### src/rtl/pwm_tmr_pkg.sv
package pwm_tmr_pkg;
   // register-write address map
   typedef enum logic [1:0] {
      ADDR_RLD_A = 2'd0,
      ADDR_RLD_B = 2'd1,
      ADDR_CTRL  = 2'd2,
      ADDR_CMD   = 2'd3
   } pwm_addr_e;

   // control register fields
   typedef struct packed {
      logic en_b;
      logic en_a;
      logic tog_en;
      logic run;
   } pwm_ctrl_t;

   // reload source selected by the sequencer
   typedef enum logic {
      SRC_A = 1'b0,
      SRC_B = 1'b1
   } pwm_src_e;

   localparam int unsigned CMD_CLR_A   = 0;
   localparam int unsigned CMD_CLR_B   = 1;
   localparam int unsigned CMD_PRESET  = 2;
   localparam int unsigned CMD_LEVEL   = 3;
endpackage

### src/rtl/pwm_regs.sv
module pwm_regs
   import pwm_tmr_pkg::*;
#(
   parameter int unsigned CNT_W     = 16,
   parameter logic [CNT_W-1:0] RLD_RESET = '0
) (
   input  logic             clk,
   input  logic             rst_n,
   input  logic             wr_en,
   input  logic [1:0]       wr_addr,
   input  logic [CNT_W-1:0] wr_data,
   output logic [CNT_W-1:0] rld_a,
   output logic [CNT_W-1:0] rld_b,
   output pwm_ctrl_t        ctrl,
   output logic [1:0]       clr,
   output logic             preset_stb,
   output logic             preset_lvl
);
   localparam int unsigned CTRL_W = $bits(pwm_ctrl_t);

   generate
      if (CNT_W < CTRL_W) begin : g_width_bad
         $error("pwm_regs: CNT_W must hold the control and command fields");
      end
   endgenerate

   pwm_addr_e addr;
   logic      cmd_wr;

   assign addr   = pwm_addr_e'(wr_addr);
   assign cmd_wr = wr_en && (addr == ADDR_CMD);

   always_ff @(posedge clk) begin
      if (!rst_n) begin
         rld_a <= RLD_RESET;
         rld_b <= RLD_RESET;
         ctrl  <= '0;
      end else if (wr_en) begin
         unique case (addr)
            ADDR_RLD_A: rld_a <= wr_data;
            ADDR_RLD_B: rld_b <= wr_data;
            ADDR_CTRL:  ctrl  <= pwm_ctrl_t'(wr_data[CTRL_W-1:0]);
            default:    ;
         endcase
      end
   end

   // command writes are single-cycle strobes
   assign clr[0]     = cmd_wr && wr_data[CMD_CLR_A];
   assign clr[1]     = cmd_wr && wr_data[CMD_CLR_B];
   assign preset_stb = cmd_wr && wr_data[CMD_PRESET];
   assign preset_lvl = wr_data[CMD_LEVEL];


   ctrl_reset_chk: assert property (@(posedge clk) !rst_n |=> ctrl == '0);
endmodule

### src/rtl/pwm_count.sv
module pwm_count
   import pwm_tmr_pkg::*;
#(
   parameter int unsigned CNT_W = 16
) (
   input  logic             clk,
   input  logic             rst_n,
   input  logic             run,
   input  logic             tick,
   input  logic [CNT_W-1:0] rld_a,
   input  logic [CNT_W-1:0] rld_b,
   output logic             uf,
   output logic             uf_src
);
   localparam logic [CNT_W-1:0] CNT_ZERO = '0;
   localparam logic [CNT_W-1:0] CNT_ONE  = CNT_W'(1);

   logic [CNT_W-1:0] cnt_q;
   pwm_src_e         sel_q;

   assign uf     = run && tick && (cnt_q == CNT_ZERO);
   assign uf_src = sel_q;

   always_ff @(posedge clk) begin
      if (!rst_n || !run) begin
         cnt_q <= CNT_ZERO;
         sel_q <= SRC_A;
      end else if (tick) begin
         if (cnt_q == CNT_ZERO) begin
            cnt_q <= (sel_q == SRC_A) ? rld_a : rld_b;
            sel_q <= (sel_q == SRC_A) ? SRC_B : SRC_A;
         end else begin
            cnt_q <= cnt_q - CNT_ONE;
         end
      end
   end


   cnt_dec_chk: assert property (@(posedge clk) disable iff (!rst_n)
      run && tick && cnt_q != CNT_ZERO |=> cnt_q == $past(cnt_q) - CNT_ONE);

   cnt_hold_chk: assert property (@(posedge clk) disable iff (!rst_n)
      run && !tick |=> $stable(cnt_q));

   seq_alt_chk: assert property (@(posedge clk) disable iff (!rst_n)
      uf |=> sel_q != $past(sel_q));

   load_a_chk: assert property (@(posedge clk) disable iff (!rst_n)
      uf && sel_q == SRC_A |=> cnt_q == $past(rld_a));

   stop_clear_chk: assert property (@(posedge clk) disable iff (!rst_n)
      !run |=> cnt_q == CNT_ZERO && sel_q == SRC_A);
endmodule

### src/rtl/pwm_irq.sv
module pwm_irq #(
   parameter int unsigned NSRC    = 2,
   parameter bit          IRQ_REG = 1'b0
) (
   input  logic            clk,
   input  logic            rst_n,
   input  logic            uf,
   input  logic            uf_src,
   input  logic [NSRC-1:0] clr,
   input  logic [NSRC-1:0] en,
   output logic [NSRC-1:0] flags,
   output logic            irq
);
   generate
      if (NSRC != 2) begin : g_nsrc_bad
         $error("pwm_irq: the reload sequencer has exactly two sources");
      end
   endgenerate

   logic irq_raw;

   for (genvar i = 0; i < NSRC; i++) begin : g_flag
      logic set_i;
      assign set_i = uf && (uf_src == 1'(i));

      always_ff @(posedge clk) begin
         if (!rst_n)        flags[i] <= 1'b0;
         else if (set_i)    flags[i] <= 1'b1;
         else if (clr[i])   flags[i] <= 1'b0;
      end


      flag_src_chk: assert property (@(posedge clk) disable iff (!rst_n)
         $rose(flags[i]) |-> $past(uf) && $past(uf_src) == 1'(i));

      flag_sticky_chk: assert property (@(posedge clk) disable iff (!rst_n)
         flags[i] && !clr[i] |=> flags[i]);
   end

   assign irq_raw = |(flags & en);

   if (IRQ_REG) begin : g_irq_reg
      always_ff @(posedge clk) begin
         if (!rst_n) irq <= 1'b0;
         else        irq <= irq_raw;
      end
   end else begin : g_irq_comb
      assign irq = irq_raw;
   end


   irq_gate_chk: assert property (@(posedge clk) disable iff (!rst_n)
      (flags & en) == '0 |-> ##(IRQ_REG ? 1 : 0) !irq);
endmodule

### src/rtl/dual_reload_pwm_timer.sv
module dual_reload_pwm_timer
   import pwm_tmr_pkg::*;
#(
   parameter int unsigned      CNT_W     = 16,
   parameter logic [CNT_W-1:0] RLD_RESET = '0,
   parameter bit               IRQ_REG   = 1'b0
) (
   input  logic             clk,
   input  logic             rst_n,
   input  logic             tick,
   input  logic             wr_en,
   input  logic [1:0]       wr_addr,
   input  logic [CNT_W-1:0] wr_data,
   output logic             pwm_out,
   output logic             irq
);
   localparam int unsigned NSRC = 2;

   logic [CNT_W-1:0] rld_a;
   logic [CNT_W-1:0] rld_b;
   pwm_ctrl_t        ctrl;
   logic [NSRC-1:0]  clr;
   logic [NSRC-1:0]  flags;
   logic             preset_stb;
   logic             preset_lvl;
   logic             uf;
   logic             uf_src;

   pwm_regs #(.CNT_W(CNT_W), .RLD_RESET(RLD_RESET)) u_regs (
      .clk        (clk),
      .rst_n      (rst_n),
      .wr_en      (wr_en),
      .wr_addr    (wr_addr),
      .wr_data    (wr_data),
      .rld_a      (rld_a),
      .rld_b      (rld_b),
      .ctrl       (ctrl),
      .clr        (clr),
      .preset_stb (preset_stb),
      .preset_lvl (preset_lvl)
   );

   pwm_count #(.CNT_W(CNT_W)) u_count (
      .clk    (clk),
      .rst_n  (rst_n),
      .run    (ctrl.run),
      .tick   (tick),
      .rld_a  (rld_a),
      .rld_b  (rld_b),
      .uf     (uf),
      .uf_src (uf_src)
   );

   pwm_irq #(.NSRC(NSRC), .IRQ_REG(IRQ_REG)) u_irq (
      .clk    (clk),
      .rst_n  (rst_n),
      .uf     (uf),
      .uf_src (uf_src),
      .clr    (clr),
      .en     ({ctrl.en_b, ctrl.en_a}),
      .flags  (flags),
      .irq    (irq)
   );

   always_ff @(posedge clk) begin
      if (!rst_n) begin
         pwm_out <= 1'b0;
      end else if (ctrl.run) begin
         if (uf && ctrl.tog_en) pwm_out <= ~pwm_out;
      end else if (preset_stb) begin
         pwm_out <= preset_lvl;
      end
   end


   out_hold_chk: assert property (@(posedge clk) disable iff (!rst_n)
      ctrl.run && !(uf && ctrl.tog_en) |=> $stable(pwm_out));

   out_flip_chk: assert property (@(posedge clk) disable iff (!rst_n)
      uf && ctrl.tog_en |=> pwm_out != $past(pwm_out));

   stopped_out_chk: assert property (@(posedge clk) disable iff (!rst_n)
      !ctrl.run && !preset_stb |=> $stable(pwm_out));
endmodule

### config.mk
export PLATFORM = sky130hd
export DESIGN_NAME = dual_reload_pwm_timer
export DESIGN_NICKNAME = d
export VERILOG_FILES = /design/src/rtl/pwm_tmr_pkg.sv /design/src/rtl/pwm_regs.sv /design/src/rtl/pwm_count.sv /design/src/rtl/pwm_irq.sv /design/src/rtl/dual_reload_pwm_timer.sv
export SDC_FILE = /design/constraint.sdc
export NUM_CORES = 1
export LEC_CHECK = 0
export ABC_AREA = 1
export BUFFER_PORTS_ARGS = -buffer_cell sky130_fd_sc_hd__clkbuf_2
export CORE_MARGIN = 2
export CORE_UTILIZATION = 40
export CTS_BUF_LIST = sky130_fd_sc_hd__clkbuf_4 sky130_fd_sc_hd__clkbuf_8
export DETAILED_ROUTE_END_ITERATION = 6
export GPL_TIMING_DRIVEN = 0
export PLACE_DENSITY = 0.64
export SKIP_LAST_GASP = 1
export SYNTH_ARGS = -nofsm -noshare
export SYNTH_HDL_FRONTEND = slang
export SYNTH_SLANG_ARGS = --single-unit
### constraint.sdc
create_clock -name clk -period 2.8 [get_ports clk]
set_clock_uncertainty 0.15 [all_clocks]
set_input_delay 0 -clock clk [delete_from_list [all_inputs] [get_ports clk]]
set_output_delay 0 -clock clk [all_outputs]
set_load 0.03 [all_outputs]
==> results.yml, run 1 <==
clocking:
  cts_tree: "yes"
  clk_latency_ps: 320
  cts_made_buffers: 5
  cts_setup_buffers: 0
  cts_root_buf: "clkbuf_8"
  htreeDepth: 2
  clkTransAtPathRegs_ps: 110
  cts_buffer_depth: 2
  cts.sinks: 56
setup_path:
  cpMaxStageDelayCell: "dfxtp_1"
  ff2ff_setup_slack_ps: 1040
  reg2reg_depth: 11
  cp_data_required_time_ps: 2850
  cp_common_cell: "nor2_1"
  cp_max_fo: 9
  criticalPathCategory: "reg -> reg"
  crit_chain: "inv_1 -> ha_1 -> inv_1 -> nor2_1 -> nand2_2 -> nor2_8 -> nand2_4 -> nand3_1 -> nor2_1 -> nor2_1 -> nor2_1"
  cpPeakStageDelay_ps: 310
  crit_arrival_ps: 1810
  crit_path_end_kind: "flop"
  startpoint_type: "flop"
  r2r_start: "u_count.cnt_q[0]"
  r2r_end: "u_count.cnt_q[10]"
layout:
  nFillCells: 779
  fin_util_pct: 47.65
  synthToLayoutAreaGrowth_pct: 17.05
  final_design_area_no_fill_um2: 3401
  final_cell_mix: "nor2_1 (71), nand2_1 (60), dfxtp_1 (56)"
  fin_nets: 481
  final_layout_size_suffix_gt1_share_pct: 15.72
  antenna_cells: 0
  final_common_cell: "nor2_1"
global_route:
  antenna_found_initial: 0
  grt.met1_usage_pct: 25.37
  grt_pass1_wl_um: 11790
  busiest_layer: "met2"
  grt_pass1_vias: 2496
  grt_max_degree: 19
  met2_usage_pct: 32.46
  grt_use_total_pct: 19.05
  gr-usage-met3_pct: 2.585
  overflow: 0
run:
  timing.max_cap.violations: 0
detailed_routing:
  via_per_inst: 4.908
  dr.pass1.iters: 4
  drc: 0
  wire_per_inst_um: 12.84
  routed_wl_um: 7153
  ant_nets: 0
  vias: 2734
  drtIter0Drc: 163
logic_synthesis:
  synthCells: 411
  yosys_register_bits: 56
  syn_nets: 435
  ys_types: 32
  yosysSeqAreaShare_pct: 38.59
  synth-main-ff-cell: "dfxtp_1"
  netlist_area_um2: 2905
  avgSynthCellArea_um2: 7.069
  yosysWarnings: 0
  synth_edf_count: 0
  async_flop_share_pct: 0
timing:
  slew_viol_final: 0
  max_freq_mhz: 567.5
  finalSetupTns_ps: 0
  fin_crit_ps: 1762
  worstMarginPinSlew_ps: 564.4
  setup_viol: 0
  hold_slack_ps: 4.547
  hold_violations: 0
  max-slew-margin-rel_pct: 62.08
  rsz0062_at_grt: "false"
  period_share_pct: 62.93
power:
  ir_drop_mv: 0.2640
  intPower_mw: 1.111
  power_density_nw_per_um2: 466.7
  p_leak_nw: 1.573
  swShare_pct: 30.00
  seqPwrFrac_pct: 53.1
  clkPwrFrac_pct: 29.3
  p_switching_mw: 0.4762
  combPwrFrac_pct: 17.5
status:
  status: "finished, final reports clean"
min_path:
  min_to: "u_regs.rld_b[3]"
  min_path_type: "in -> reg"
  min_path_cells: 4
  min-delay-start: "wr_addr[1]"
floorplan:
  die_w_um: 89.23
  die_h_um: 89.23
  fp-row-count: 31
  initial_core_util_pct: 40.71
  core_area_um2: 7137
  io-pin-count: 24
  die_area_um2: 7961
placed_design:
  dp_hpwl_um: 5200
  place_area_um2: 3139
  portBuffers: 22
  gp_congestion: 0.8626
per-stage QoR:
step                      setup WS (ps)  total power, mW  cells
after floorplan                    1232            1.043    411
after global placement             1062            1.117    532
after detailed placement           1049            1.120    532
after CTS                          1030            1.596    557
after global routing              855.8            1.668    557
final                              1038            1.587    557
logic make-up (layout without fill, tap and decap cells):
group / count (synthesis) / count (layout) / share of synthesized area, %
mux: 4 / 4 / 1.378
xor+xnor: 4 / 4 / 1.206
flops: 56 / 56 / 38.59
simple gates: 187 / 187 / 31.40
fa+ha+maj: 2 / 2 / 0.8612
buf+inv: 58 / 105 / 8.053
compound gates: 100 / 100 / 18.52
state kept, by name, summed over array words and instances (netlist names):
signal          cells
u_regs.rld_a       16
pwm_out             1
u_count.uf_src      1
u_count.cnt_q      16
u_regs.ctrl         4
u_regs.rld_b       16
u_irq.flags         2
worst max-delay path, delay by kind of cell (launching register included):
family	cells	cell delay, ps
adder cells (fa/ha/maj)	1	190
buffers and inverters	2	180
flip-flops	1	310
AND/OR/NAND/NOR	8	800
worst max-delay path by stage:
stage,from,endpoint,slack [ps],depth (start not counted)
final,u_count.cnt_q[0],u_count.cnt_q[10],1040,11
after global placement,u_count.cnt_q[0],u_count.cnt_q[10],1060,11
after detailed placement,u_count.cnt_q[0],u_count.cnt_q[10],1050,11
after global routing,u_count.cnt_q[0],u_count.cnt_q[10],860,11
after CTS,u_count.cnt_q[0],u_count.cnt_q[10],1030,11
after floorplan,u_count.cnt_q[0],u_count.cnt_q[10],1230,11
repair_timing:
action	in CTS	in global routing
hold buffers	17	0
setup endpoints to repair	0	0
hold endpoints to repair	39	0
gates resized for setup	0	0
cells in the mapped netlist (all sizes together), types with 4 or more instances:
| library cell | number | share of area [%] |
|---|---|---|
| buf | 7 | 1.4 |
| a21oi | 34 | 6.2 |
| mux2i | 4 | 1.4 |
| dfxtp | 56 | 39 |
| nand4 | 4 | 0.86 |
| nor3 | 4 | 1.5 |
| xor2 | 4 | 1.2 |
| nand2 | 65 | 9.2 |
| inv | 43 | 5.6 |
| nor2 | 83 | 13 |
| clkbuf | 8 | 1.1 |
| o21ai | 60 | 11 |
| nand3 | 30 | 6.3 |
power by group through the flow:
stage          Clock (mW)  Combinational, mW  Sequential [mW]
6_report            0.465              0.279            0.843
5_1_grt             0.508              0.312            0.848
4_1_cts             0.476              0.277            0.843
3_5_place_dp            0              0.258            0.862
3_3_place_gp            0              0.256            0.861
2_1_floorplan           0              0.184            0.859
area by class of cell:
cell class	instances	area (µm²)	area share [%]
well taps	99	123.9	3.642
repair buffers	39	280.3	8.241
flip-flops and latches	56	1121	32.97
multi-input cells	297	1550	45.59
clock buffers	5	68.82	2.024
inverters	43	161.4	4.746
clock inverters	3	22.52	0.6623
plain buffers	15	72.57	2.134
per-layer routing:
layer | vias up | routed length, µm
li1 | 1431 | -
met3 | 7 | 229
met1 | 1248 | 3442
met5 | - | 0
met2 | 48 | 3406
met4 | 0 | 75
(Power assumes the default switching activity.)
==> run 2, diff against run 1 <==
==> constraint.sdc (replaced) <==
create_clock -name clk -period 1.8 [get_ports clk]
set_clock_uncertainty 0.15 [all_clocks]
set_input_delay 0 -clock clk [delete_from_list [all_inputs] [get_ports clk]]
set_output_delay 0 -clock clk [all_outputs]
set_load 0.03 [all_outputs]
==> run 2 against run 1 <==
Non-clock buffer count grew 1. Global-route usage did not move. Sequential share of layout area shrank 0.59 points. Highest routed layer unchanged. Critical path type unchanged. Worst hold slack better by 2.5 ps. Sequential power rose by 55%.
==> results.yml, run 2 (synthesized netlist as in run 1, its figures left out) <==
setup_path:
  cp.depth: 11
  cp_data_required_time_ps: 1850
  crit_family: "simple AND/OR/NAND/NOR gates"
  cpMaxStageDelayCell: "dfxtp_2"
  ff2ff_setup_slack_ps: 120
  cp_max_fo: 8
  startpoint_type: "flop"
  r2r_start: "u_count.cnt_q[0]"
  cpPeakStageDelay_ps: 340
  cp_common_cell: "nor2_1"
  crit_arrival_ps: 1730
  criticalPathCategory: "reg -> reg"
  crit_path_end_kind: "flop"
  cp_num_buf_inv: 2
  startpoint: "u_count.cnt_q[0]"
  crit_chain: "inv_4 -> ha_4 -> inv_1 -> nor2_2 -> nand2_4 -> nor2_8 -> nand2_8 -> nand3_1 -> nor2_1 -> nor2_1 -> nor2_1"
  r2r_end: "u_count.cnt_q[10]"
  reg2reg_depth: 11
placed_design:
  gp_congestion: 0.8626
  portBuffers: 22
  dp_hpwl_um: 5200
  place_area_um2: 3139
timing:
  setup_viol: 0
  period_share_pct: 93.34
  slew_viol_final: 0
  max-slew-margin-rel_pct: 62.18
  worstMarginPinSlew_ps: 563.0
  rsz0062_at_grt: "false"
  fin_crit_ps: 1680
  hold_violations: 0
  max_freq_mhz: 595.2
  finalSetupTns_ps: 0
detailed_routing:
  vias: 2729
  drc: 0
  routed_wl_um: 7258
  ant_nets: 0
  via_per_inst: 4.873
  wire_per_inst_um: 12.96
  drtIter0Drc: 154
  dr.pass1.iters: 4
power:
  ir_drop_mv: 0.4101
  p_leak_nw: 1.599
  power_density_nw_per_um2: 719.1
layout:
  synthToLayoutAreaGrowth_pct: 19.34
  reg_top3: "u_count.cnt_q (16), u_regs.rld_a (16), u_regs.rld_b (16)"
  final_common_cell: "nor2_1"
  final_cell_mix: "nor2_1 (70), nand2_1 (60), dfxtp_1 (55)"
  antenna_cells: 0
  nFillCells: 764
  multi_input_area_um2: 1605
  final_design_area_no_fill_um2: 3467
  final_layout_size_suffix_gt1_share_pct: 17.57
  fin_nets: 484
  regArea_um2: 1122
global_route:
  grt_max_degree: 19
  overflow: 0
  grt_use_total_pct: 19.05
  grt_pass1_wl_um: 11790
  antenna_found_initial: 0
  grt_pass1_vias: 2496
clocking:
  cts_root_buf: "clkbuf_8"
  clk_latency_ps: 320
  cts_made_buffers: 5
  htreeDepth: 2
  clkTransAtPathRegs_ps: 110
  cts.sinks: 56
  cts_buffer_depth: 2
  cts_tree: "yes"
floorplan:
  die_h_um: 89.23
  core_area_um2: 7137
  fp-row-count: 31
  initial_core_util_pct: 40.71
  die_w_um: 89.23
  io-pin-count: 24
  die_area_um2: 7961
min_path:
  min_path_cells: 4
  min_path_type: "in -> reg"
  min-delay-start: "wr_addr[1]"
  min_to: "u_regs.rld_b[1]"
status:
  status: "finished, final reports clean"
run:
  timing.max_cap.violations: 0
==> run 2: worst max path at each step <==
| stage | endpoint | slack [ps] |
|---|---|---|
| 2_1_floorplan | u_count.cnt_q[10] | 230 |
| 3_3_place_gp | u_count.cnt_q[10] | 60 |
| 3_5_place_dp | u_count.cnt_q[10] | 50 |
| 4_1_cts | u_count.cnt_q[10] | 30 |
| 5_1_grt | u_count.cnt_q[8] | 20 |
| 6_report | u_count.cnt_q[10] | 120 |
==> run 2: layout make-up <==
class	instances	area share [%]
Buffer	15	2.093
Clock buffer	5	1.985
Clock inverter	3	0.6496
Inverter	43	4.728
Multi-Input combinational cell	299	46.30
Sequential cell	56	32.37
Tap cell	99	3.573
Timing Repair Buffer	40	8.300
==> run 2: timing repair <==
item | in CTS | in global routing
buffers inserted | 0 | 1
endpoints found under the hold margin | 39 | 0
gates resized for setup | 0 | 10
endpoints found under the setup margin | 0 | 15
hold buffers | 17 | 0
==> run 2: per-layer routing <==
| layer | track usage [%] | vias up | share of wire (%) |
|---|---|---|---|
| met4 | 5.156 | 0 | 1.0 |
| met2 | 32.46 | 36 | 49 |
| li1 | - | 1438 | - |
| met1 | 25.37 | 1249 | 47 |
| met5 | 0 | - | 0 |
| met3 | 2.585 | 6 | 2.9 |
==> run 2: metrics by stage <==
stage	instances	util [%]	total power, mW	worst slack [ps]	hold slack [ps]
floorplan	411	-	1.622	231.8	-15.10
global placement	532	43.99	1.737	61.80	92.12
detailed placement	532	43.99	1.742	49.46	96.68
CTS	557	47.65	2.483	30.39	0.04607
global route	560	48.58	2.616	18.52	3.125
finish	560	48.58	2.493	119.8	7.030
==> run 2: worst register-to-register path, cell delays in order (launching register included) <==
cell and delay (ps):
dfxtp_2 340, inv_4 80, ha_4 130, inv_1 40
nor2_2 140, nand2_4 100, nor2_8 220, nand2_8 110
nand3_1 100, nor2_1 50, nor2_1 80, nor2_1 40
==> run 2: power by group <==
group / leakage, nW / switching [mW] / internal (mW)
Clock: 0.0485 / 0.447 / 0.281
Combinational: 1.09 / 0.283 / 0.169
Sequential: 0.457 / 0.0251 / 1.29
Total: 1.60 / 0.756 / 1.74
==> run 3, diff against run 2 <==
--- a/config.mk
+++ b/config.mk
@@ -6,13 +6,13 @@
 export NUM_CORES = 1
 export LEC_CHECK = 0
 export ABC_AREA = 1
-export BUFFER_PORTS_ARGS = -buffer_cell sky130_fd_sc_hd__clkbuf_2
 export CORE_MARGIN = 2
 export CORE_UTILIZATION = 40
 export CTS_BUF_LIST = sky130_fd_sc_hd__clkbuf_4 sky130_fd_sc_hd__clkbuf_8
 export DETAILED_ROUTE_END_ITERATION = 6
+export DONT_BUFFER_PORTS = 1
 export GPL_TIMING_DRIVEN = 0
-export PLACE_DENSITY = 0.64
+export PLACE_DENSITY = 0.61
 export SKIP_LAST_GASP = 1
 export SYNTH_ARGS = -nofsm -noshare
 export SYNTH_HDL_FRONTEND = slang
==> run 3 against run 2 <==
Critical path depth down 6. Die area unchanged. Critical endpoint is now u_regs.rld_b[5]. Utilization up 5.1 points. Final area up 11%. Flip-flop and latch count is the same. Wire length is 12% higher. Final cell count rose by 4.3%. Worst hold slack better by 16 ps.
==> results.yml, run 3 (synthesized netlist as in run 1, its figures left out) <==
timing:
  max_freq_mhz: 563.9
  worstMarginPinSlew_ps: 532.1
  rsz0062_at_grt: "true"
  slew_viol_final: 0
  period_share_pct: 98.52
  finalSetupTns_ps: 0
  fin_crit_ps: 1773
  setup_viol: 0
  max-slew-margin-rel_pct: 64.25
  hold_violations: 0
layout:
  fin_util_pct: 53.68
  reg_top3: "u_count.cnt_q (16), u_regs.rld_a (16), u_regs.rld_b (16)"
  final_layout_size_suffix_gt1_share_pct: 13.20
  fin_nets: 508
  final_common_cell: "nor2_1"
  synthToLayoutAreaGrowth_pct: 31.87
  final_cell_mix: "nor2_1 (71), nand2_1 (59), dlygate4sd3_1 (58)"
  final_design_area_no_fill_um2: 3831
  nFillCells: 689
  antenna_cells: 0
  instances_no_fill: 584
global_route:
  grt_pass1_vias: 2824
  overflow: 0
  grt_pass1_wl_um: 13030
  grt_use_total_pct: 20.99
  grt_max_degree: 19
  antenna_found_initial: 0
power:
  power_density_nw_per_um2: 669.0
  ir_drop_mv: 0.4884
  p_leak_nw: 1.734
clocking:
  cts.sinks: 56
  clk_latency_ps: 310
  clkTransAtPathRegs_ps: 110
  cts_buffer_depth: 2
  htreeDepth: 2
  cts_made_buffers: 5
  cts_root_buf: "clkbuf_8"
  cts_tree: "yes"
setup_path:
  r2r_start: "u_count.cnt_q[0]"
  crit_chain: "dlygate4sd3_1 -> nor2_1 -> dlygate4sd3_1 -> nor2_1 -> dlygate4sd3_1"
  cpMaxStageDelayCell: "dlygate4sd3_1"
  cpPeakStageDelay_ps: 560
  reg2reg_depth: 10
  crit_arrival_ps: 1830
  startpoint_type: "primary input"
  cp_max_fo: 2
  startpoint: "wr_data[5]"
  criticalPathCategory: "in -> reg"
  ff2ff_setup_slack_ps: 80
  endpoint: "u_regs.rld_b[5]"
  cp_data_required_time_ps: 1860
  cp_common_cell: "dlygate4sd3_1"
  crit_path_end_kind: "flop"
  r2r_end: "u_count.cnt_q[4]"
placed_design:
  portBuffers: 0
  place_area_um2: 3029
  dp.cells: 510
  dp_hpwl_um: 5263
  gp_congestion: 0.8429
run:
  timing.max_cap.violations: 0
detailed_routing:
  dr.pass1.iters: 4
  via_per_inst: 4.983
  vias: 2910
  drtIter0Drc: 172
  ant_nets: 0
  wire_per_inst_um: 13.90
  drc: 0
  routed_wl_um: 8118
status:
  status: "finished, final reports clean"
floorplan:
  fp-row-count: 31
  die_h_um: 89.23
  core_area_um2: 7137
  io-pin-count: 24
  die_w_um: 89.23
  initial_core_util_pct: 40.71
  die_area_um2: 7961
min_path:
  min_path_type: "in -> reg"
==> run 3: changes by cell type in the layout (fill, tap and decap cells not counted), moves of 2 or more <==
| cell | before | now |
|---|---|---|
| dlygate4sd3_1 | 17 | 58 |
| clkbuf_2 | 23 | 1 |
| buf_4 | 1 | 3 |
| nand2_2 | 2 | 4 |
==> run 3: worst max-delay path: cells and delay by family <==
family | cells | cell delay [ps]
simple gates | 2 | 160
buf+inv | 3 | 1680
==> run 3: routing by layer <==
metal	global-route usage, %	routed length [µm]
met1	26.11	3657
met3	3.509	191
met4	8.412	125
met2	36.09	4143
met5	0	0
==> run 3: worst min path at each step <==
stage               startpoint          endpoint  slack, ps  depth (start not counted)
finish              wr_addr[0]  u_regs.rld_a[15]         20                          5
global route        wr_addr[1]  u_regs.rld_b[10]         60                          5
CTS                 wr_addr[0]  u_regs.rld_a[15]         10                          5
detailed placement  wr_data[2]   u_regs.rld_a[2]         -6                          2
global placement    wr_data[2]   u_regs.rld_b[2]        -10                          2
floorplan           wr_data[3]    u_regs.ctrl[3]        -20                          2
==> run 3: timing repair <==
item,CTS,global route
hold buffers,58,1
buffers inserted,0,5
gates resized for setup,0,13
endpoints found under the setup margin,0,16
endpoints found under the hold margin,45,2
==> run 3: power breakdown <==
part	internal (mW)	switching, mW
logic	0.223	0.299
registers	1.29	0.0277
clock network	0.281	0.446
total	1.79	0.772
==> run 3: metrics by stage <==
| step | setup WS [ps] | hold slack, ps | total power, mW |
|---|---|---|---|
| 2_1_floorplan | 231.8 | -15.10 | 1.622 |
| 3_3_place_gp | 49.94 | -12.49 | 1.705 |
| 3_5_place_dp | 56.33 | -5.738 | 1.709 |
| 4_1_cts | 33.63 | 13.83 | 2.516 |
| 5_1_grt | -34.59 | 61.04 | 2.677 |
| 6_report | 26.71 | 23.39 | 2.563 |
==> run 3: final cells by class <==
type | instances | area [µm²] | share of cell area [%]
multi-input combinational | 299 | 1610 | 42.03
sequential | 56 | 1122 | 29.29
timing repair buffer | 64 | 646.9 | 16.88
inverter | 43 | 163.9 | 4.278
tap | 99 | 123.9 | 3.233
buffer | 15 | 72.57 | 1.894
clock buffer | 5 | 68.82 | 1.796
clock inverter | 3 | 22.52 | 0.5879
